--- src/rtl/sac_pkg.sv ---
package sac_pkg;
   localparam int unsigned ADDR_W = 10;
   localparam int unsigned DATA_W = 32;

   localparam logic [ADDR_W-1:0] W_COUNT  = 10'h000;
   localparam logic [ADDR_W-1:0] W_MATCH  = 10'h001;
   localparam logic [ADDR_W-1:0] W_LOAD   = 10'h002;
   localparam logic [ADDR_W-1:0] W_CTRL   = 10'h003;
   localparam logic [ADDR_W-1:0] W_ENABLE = 10'h004;
   localparam logic [ADDR_W-1:0] W_RAW    = 10'h005;
   localparam logic [ADDR_W-1:0] W_MASKED = 10'h006;
   localparam logic [ADDR_W-1:0] W_CLEAR  = 10'h007;
   localparam logic [ADDR_W-4:0] W_IDBASE = 7'h7F;

   function automatic logic [7:0] id_byte(input logic [2:0] idx);
      case (idx)
         3'd0: id_byte = 8'h31;
         3'd1: id_byte = 8'h10;
         3'd2: id_byte = 8'h14;
         3'd3: id_byte = 8'h00;
         3'd4: id_byte = 8'h0D;
         3'd5: id_byte = 8'hF0;
         3'd6: id_byte = 8'h05;
         default: id_byte = 8'hB1;
      endcase
   endfunction
endpackage

--- src/rtl/sac_prescaler.sv ---
module sac_prescaler #(
   parameter int unsigned TICKS_PER_SEC = 32768
) (
   input  logic clk,
   input  logic rst_n,
   input  logic restart,
   output logic tick
);
   generate
      if (TICKS_PER_SEC == 1) begin : g_direct
         assign tick = !restart;
      end else begin : g_divide
         localparam int unsigned PW = $clog2(TICKS_PER_SEC);
         localparam logic [PW-1:0] LAST = PW'(TICKS_PER_SEC - 1);
         logic [PW-1:0] phase_q;

         always_ff @(posedge clk) begin
            if (!rst_n || restart) begin
               phase_q <= '0;
            end else if (phase_q == LAST) begin
               phase_q <= '0;
            end else begin
               phase_q <= phase_q + 1'b1;
            end
         end

         assign tick = !restart && (phase_q == LAST);
      end
   endgenerate
endmodule

--- src/rtl/sac_core.sv ---
module sac_core #(
   parameter int unsigned CNT_W = 32
) (
   input  logic             clk,
   input  logic             rst_n,
   input  logic             tick,
   input  logic             load_wr,
   input  logic             match_wr,
   input  logic             clear_wr,
   input  logic [CNT_W-1:0] wr_val,
   output logic [CNT_W-1:0] count_q,
   output logic [CNT_W-1:0] match_q,
   output logic             raw_q,
   output logic             evt
);
   logic [CNT_W-1:0] next_cnt;
   logic [CNT_W-1:0] next_match;
   logic             changed;

   always_comb begin
      if (load_wr)   next_cnt = wr_val;
      else if (tick) next_cnt = count_q + 1'b1;
      else           next_cnt = count_q;
      next_match = match_wr ? wr_val : match_q;
      changed    = load_wr || match_wr || tick;
      evt        = changed && (next_cnt == next_match);
   end

   always_ff @(posedge clk) begin
      if (!rst_n) begin
         count_q <= '0;
         match_q <= '0;
         raw_q   <= 1'b0;
      end else begin
         count_q <= next_cnt;
         match_q <= next_match;
         if (evt)           raw_q <= 1'b1;
         else if (clear_wr) raw_q <= 1'b0;
      end
   end
endmodule

--- src/rtl/sac_regs.sv ---
module sac_regs
   import sac_pkg::*;
#(
   parameter int unsigned CNT_W = 32
) (
   input  logic              clk,
   input  logic              rst_n,
   input  logic              bus_wr,
   input  logic [ADDR_W-1:0] bus_addr,
   input  logic [DATA_W-1:0] bus_wdata,
   input  logic [CNT_W-1:0]  count_q,
   input  logic [CNT_W-1:0]  match_q,
   input  logic              raw_q,
   output logic              load_wr,
   output logic              match_wr,
   output logic              clear_wr,
   output logic              enable_q,
   output logic [DATA_W-1:0] bus_rdata
);
   logic [DATA_W-1:0] loaded_q;
   logic              enable_wr;

   assign load_wr   = bus_wr && (bus_addr == W_LOAD);
   assign match_wr  = bus_wr && (bus_addr == W_MATCH);
   assign clear_wr  = bus_wr && (bus_addr == W_CLEAR);
   assign enable_wr = bus_wr && (bus_addr == W_ENABLE);

   always_ff @(posedge clk) begin
      if (!rst_n) begin
         loaded_q <= '0;
         enable_q <= 1'b0;
      end else begin
         if (load_wr)   loaded_q <= bus_wdata;
         if (enable_wr) enable_q <= bus_wdata[0];
      end
   end

   always_comb begin
      bus_rdata = '0;
      if (bus_addr[ADDR_W-1:3] == W_IDBASE) begin
         bus_rdata = {24'h0, id_byte(bus_addr[2:0])};
      end else begin
         case (bus_addr)
            W_COUNT:  bus_rdata = DATA_W'(count_q);
            W_MATCH:  bus_rdata = DATA_W'(match_q);
            W_LOAD:   bus_rdata = loaded_q;
            W_CTRL:   bus_rdata = 32'd1;
            W_ENABLE: bus_rdata = {31'd0, enable_q};
            W_RAW:    bus_rdata = {31'd0, raw_q};
            W_MASKED: bus_rdata = {31'd0, raw_q & enable_q};
            default:  bus_rdata = '0;
         endcase
      end
   end
endmodule

--- src/rtl/sec_alarm_counter.sv ---
module sec_alarm_counter
   import sac_pkg::*;
#(
   parameter int unsigned TICKS_PER_SEC = 32768,
   parameter int unsigned CNT_W         = 32
) (
   input  logic        clk,
   input  logic        rst_n,
   input  logic        bus_wr,
   input  logic [9:0]  bus_addr,
   input  logic [31:0] bus_wdata,
   output logic [31:0] bus_rdata,
   output logic        irq
);
   generate
      if (TICKS_PER_SEC < 1) begin : g_bad_ticks
         $error("TICKS_PER_SEC must be at least 1");
      end
      if (CNT_W < 2 || CNT_W > DATA_W) begin : g_bad_width
         $error("CNT_W must lie between 2 and 32");
      end
   endgenerate

   logic             tick;
   logic             load_wr;
   logic             match_wr;
   logic             clear_wr;
   logic             enable_q;
   logic             raw_q;
   logic             evt;
   logic [CNT_W-1:0] count_q;
   logic [CNT_W-1:0] match_q;
   logic [CNT_W-1:0] wr_val;

   assign wr_val = bus_wdata[CNT_W-1:0];

   sac_prescaler #(.TICKS_PER_SEC(TICKS_PER_SEC)) u_pre (
      .clk(clk), .rst_n(rst_n), .restart(load_wr), .tick(tick)
   );

   sac_core #(.CNT_W(CNT_W)) u_core (
      .clk(clk), .rst_n(rst_n), .tick(tick), .load_wr(load_wr),
      .match_wr(match_wr), .clear_wr(clear_wr), .wr_val(wr_val),
      .count_q(count_q), .match_q(match_q), .raw_q(raw_q), .evt(evt)
   );

   sac_regs #(.CNT_W(CNT_W)) u_regs (
      .clk(clk), .rst_n(rst_n), .bus_wr(bus_wr), .bus_addr(bus_addr),
      .bus_wdata(bus_wdata), .count_q(count_q), .match_q(match_q),
      .raw_q(raw_q), .load_wr(load_wr), .match_wr(match_wr),
      .clear_wr(clear_wr), .enable_q(enable_q), .bus_rdata(bus_rdata)
   );

   assign irq = raw_q & enable_q;
endmodule

--- config.mk ---
export PLATFORM = sky130hd
export DESIGN_NAME = sec_alarm_counter
export DESIGN_NICKNAME = d
export VERILOG_FILES = /design/src/rtl/sac_pkg.sv /design/src/rtl/sac_prescaler.sv /design/src/rtl/sac_core.sv /design/src/rtl/sac_regs.sv /design/src/rtl/sec_alarm_counter.sv
export SDC_FILE = /design/constraint.sdc
export NUM_CORES = 1
export LEC_CHECK = 0
export BUFFER_PORTS_ARGS = -buffer_cell sky130_fd_sc_hd__buf_2
export CAP_MARGIN = 40
export CORE_ASPECT_RATIO = 0.9
export CORE_MARGIN = 8
export CORE_UTILIZATION = 26
export CTS_CLUSTER_DIAMETER = 80
export DETAILED_ROUTE_END_ITERATION = 8
export HOLD_SLACK_MARGIN = 0.05
export SYNTH_ARGS = -nofsm -noshare
export SYNTH_HDL_FRONTEND = slang
export SYNTH_HIERARCHICAL = 1
export SYNTH_SLANG_ARGS = --single-unit
--- constraint.sdc ---
create_clock -name clk -period 4.6 [get_ports clk]
set_clock_uncertainty 0.1 [all_clocks]
set_input_delay 0.23 -clock clk [delete_from_list [all_inputs] [get_ports clk]]
set_output_delay 0.23 -clock clk [all_outputs]
set_load 0.02 [all_outputs]
==> flow_metrics.env <==
export IMPL_crit_fanout=8
export IMPL_fillCellCount=2820
export IMPL_required_ns=4.82
export IMPL_final_area_mm2=0.008832
export IMPL_cp_cell_sequence="ha_1 -> nand3_2 -> or3_4 -> nor3_1 -> and4_1 -> nand3_2 -> nor4_1 -> mux2_2 -> o21ai_0 -> o2111ai_1 -> o41ai_2"
export IMPL_io_pins=78
export IMPL_clkLatencyLatePin_ns=0.42
export IMPL_slew_headroom_pct=52.92
export IMPL_grt_first_pass_wirelength_um=36910
export IMPL_rsz0062_at_grt="false"
export IMPL_cp_start_kind="register"
export IMPL_cts_reportedPaths_clkPinSlew_ns=0.06
export IMPL_fin_hold_ws_ns=0.09471
export IMPL_grt_ovfl_total=0
export IMPL_tightest_slew_ns=0.7062
export IMPL_p_sw_share_pct=22.79
export IMPL_cp_top_family="simple AND/OR/NAND/NOR gates"
export IMPL_cts_tree="done"
export IMPL_total_power_mw=2.518
export IMPL_ir_worst_vdd_uv=203.0
export IMPL_vias=6590
export IMPL_cpMaxStageDelayCell="nor3_1"
export IMPL_cts_sinks=113
export IMPL_cts_root_buf="clkbuf_16"
export IMPL_place_congestion=0.8846
export IMPL_cts_buffer_depth=2
export IMPL_status="finished, final reports clean"
export IMPL_endpoint_kind="register"
export IMPL_final_min_clock_period_ns=4.267
export IMPL_hp_class="in -> reg"
export IMPL_core_area_mm2=0.02696
export IMPL_fin_cells=1324
export IMPL_place_ws_ns=0.3367
export IMPL_initial_utilization_pct=26.42
export IMPL_max_stage_delay_ns=0.59
export IMPL_route_detailed_drc=0
export IMPL_syn_nets=905
export IMPL_firstDrtPassIters=5
export IMPL_post_route_util_pct=32.76
export IMPL_drive_gt1_share_pct=18.97
export IMPL_viasPerCell=4.977
export IMPL_cts_made_buffers=17
export IMPL_grt_max_degree=61
export IMPL_place_area_mm2=0.007904
export IMPL_slew_violations=0
export IMPL_num_rows=57
export IMPL_wl_per_cell_um=17.73
export IMPL_maxCapViolations=0
export IMPL_finalSetupViolCount=0
export IMPL_fmax_ghz=0.2343
export IMPL_p_sw_mw=0.5738
export IMPL_yosysWarnings=6
export IMPL_synth_area_mm2=0.007123
export IMPL_clockPowerShare_pct=55.4
export IMPL_dp_final_hpwl_um=17140
export IMPL_synthCells=858
export IMPL_die_w_um=190.5
export IMPL_cts_resized=0
export IMPL_first_iter_violations=507
export IMPL_pwr_share_seq_pct=39.1
export IMPL_pwr_share_comb_pct=5.5
export IMPL_hold_viol=0
export IMPL_ant_nets=0
export IMPL_crit_type="reg -> reg"
export IMPL_fin_ws_ns=0.3328
export IMPL_path_buf_inv=0
export IMPL_syn2layout_area_growth_pct=23.99
export IMPL_power_leakage_nw=3.326
export IMPL_worstPathArrival_ns=4.49
export IMPL_antenna_found_initial=0
export IMPL_first_global_vias=6345
export IMPL_grt_use_total_pct=14.15
export IMPL_port_buffers=77
export IMPL_dp_cells=1261
export IMPL_htreeDepth=4
export IMPL_path_common_cell="nand3_2"
export IMPL_fp_dieH_um=173.0
export IMPL_setup_tns_ns=0
export IMPL_syn_area_per_cell_um2=8.302
export IMPL_final_nets=1004
export IMPL_p_int_mw=1.944
export IMPL_dieArea_mm2=0.03296
export IMPL_fin_crit_sh_pct=92.77
export IMPL_power_density_mw_per_mm2=285.1
export IMPL_antennaDiodeCount=0
export IMPL_drt_total_wl_um=23480
[worst paths after layout]
path | start | endpoint | slack (ns) | cells after the start
max | u_pre/g_divide.phase_q[0]$_SDFF_PP0_ | u_core/raw_q$_SDFFE_PN0P_ | 0.33 | 11
min reg2reg | u_regs/loaded_q[28]$_SDFFE_PN0P_ | u_regs/loaded_q[28]$_SDFFE_PN0P_ | 0.35 | 2
min | bus_wdata[31] | u_regs/loaded_q[31]$_SDFFE_PN0P_ | 0.09 | 3
max reg2reg | u_pre/g_divide.phase_q[0]$_SDFF_PP0_ | u_core/raw_q$_SDFFE_PN0P_ | 0.33 | 11
[worst min-delay path, cell delays in order]
cell and delay (ns):
buf_2 0.13, nand2_1 0.11, a21boi_1 0.08
[metal layers]
layer	GRT usage, %	part of all wire (%)	routed length (um)	vias up
met5	0	0	0	-
met4	4.683	1.7	410	0
met3	4.023	7.7	1817	24
met2	20.04	42	9879	233
met1	20.10	48	11370	3100
li1	-	-	-	3233
[what timing repair did]
action / CTS / global route
endpoints found under the hold margin: 59 / 0
buffers inserted: 0 / 0
hold buffers: 31 / 0
[registers in the layout, summed over array words and instances (netlist names)]
register,flops
u_core/match_q,32
u_regs/loaded_q,32
u_regs/enable_q,1
u_pre/g_divide.phase_q,15
u_core/raw_q,1
u_core/count_q,32
[placed cells by master, fill, tap and decap left out, types with 7 or more instances in the layout]
cell type      instances
a211oi_1              11
a21boi_1              21
a21boi_2              10
a21oi_1               20
a221o_1               11
a22oi_1               20
and2_1                 7
and3_1                11
and4_1                 9
buf_2                 77
buf_4                 23
clkbuf_16             17
dfxtp_1              113
dlygate4sd3_1         31
inv_1                 12
mux2_2                 8
mux2i_1               36
nand2_1              141
nand2_2               10
nand2b_1               7
nand3_1               19
nand4_1               17
nor2_1               104
nor3_1                12
nor4_1                13
o21ai_0                7
xnor2_1               57
xnor3_1                9
xor2_1                28
[area by class of cell]
| cell class | count | area (um^2) | share of cell area (%) |
|---|---|---|---|
| Clock buffer | 18 | 429.2 | 4.859 |
| Clock inverter | 14 | 188.9 | 2.139 |
| Inverter | 15 | 56.30 | 0.6375 |
| Multi-Input combinational cell | 677 | 4562 | 51.65 |
| Sequential cell | 113 | 2262 | 25.61 |
| Tap cell | 354 | 442.9 | 5.015 |
| Timing Repair Buffer | 133 | 890.9 | 10.09 |
[power by group through the flow]
stage / Sequential [mW] / Clock [mW] / Combinational, mW
after floorplan: 1.01 / 0 / 0.0578
after global routing: 0.985 / 1.47 / 0.149
after CTS: 0.985 / 1.42 / 0.139
after global placement: 1.01 / 0 / 0.116
after detailed placement: 1.01 / 0 / 0.116
final: 0.986 / 1.39 / 0.139
Power figures use the tool's default switching activity.
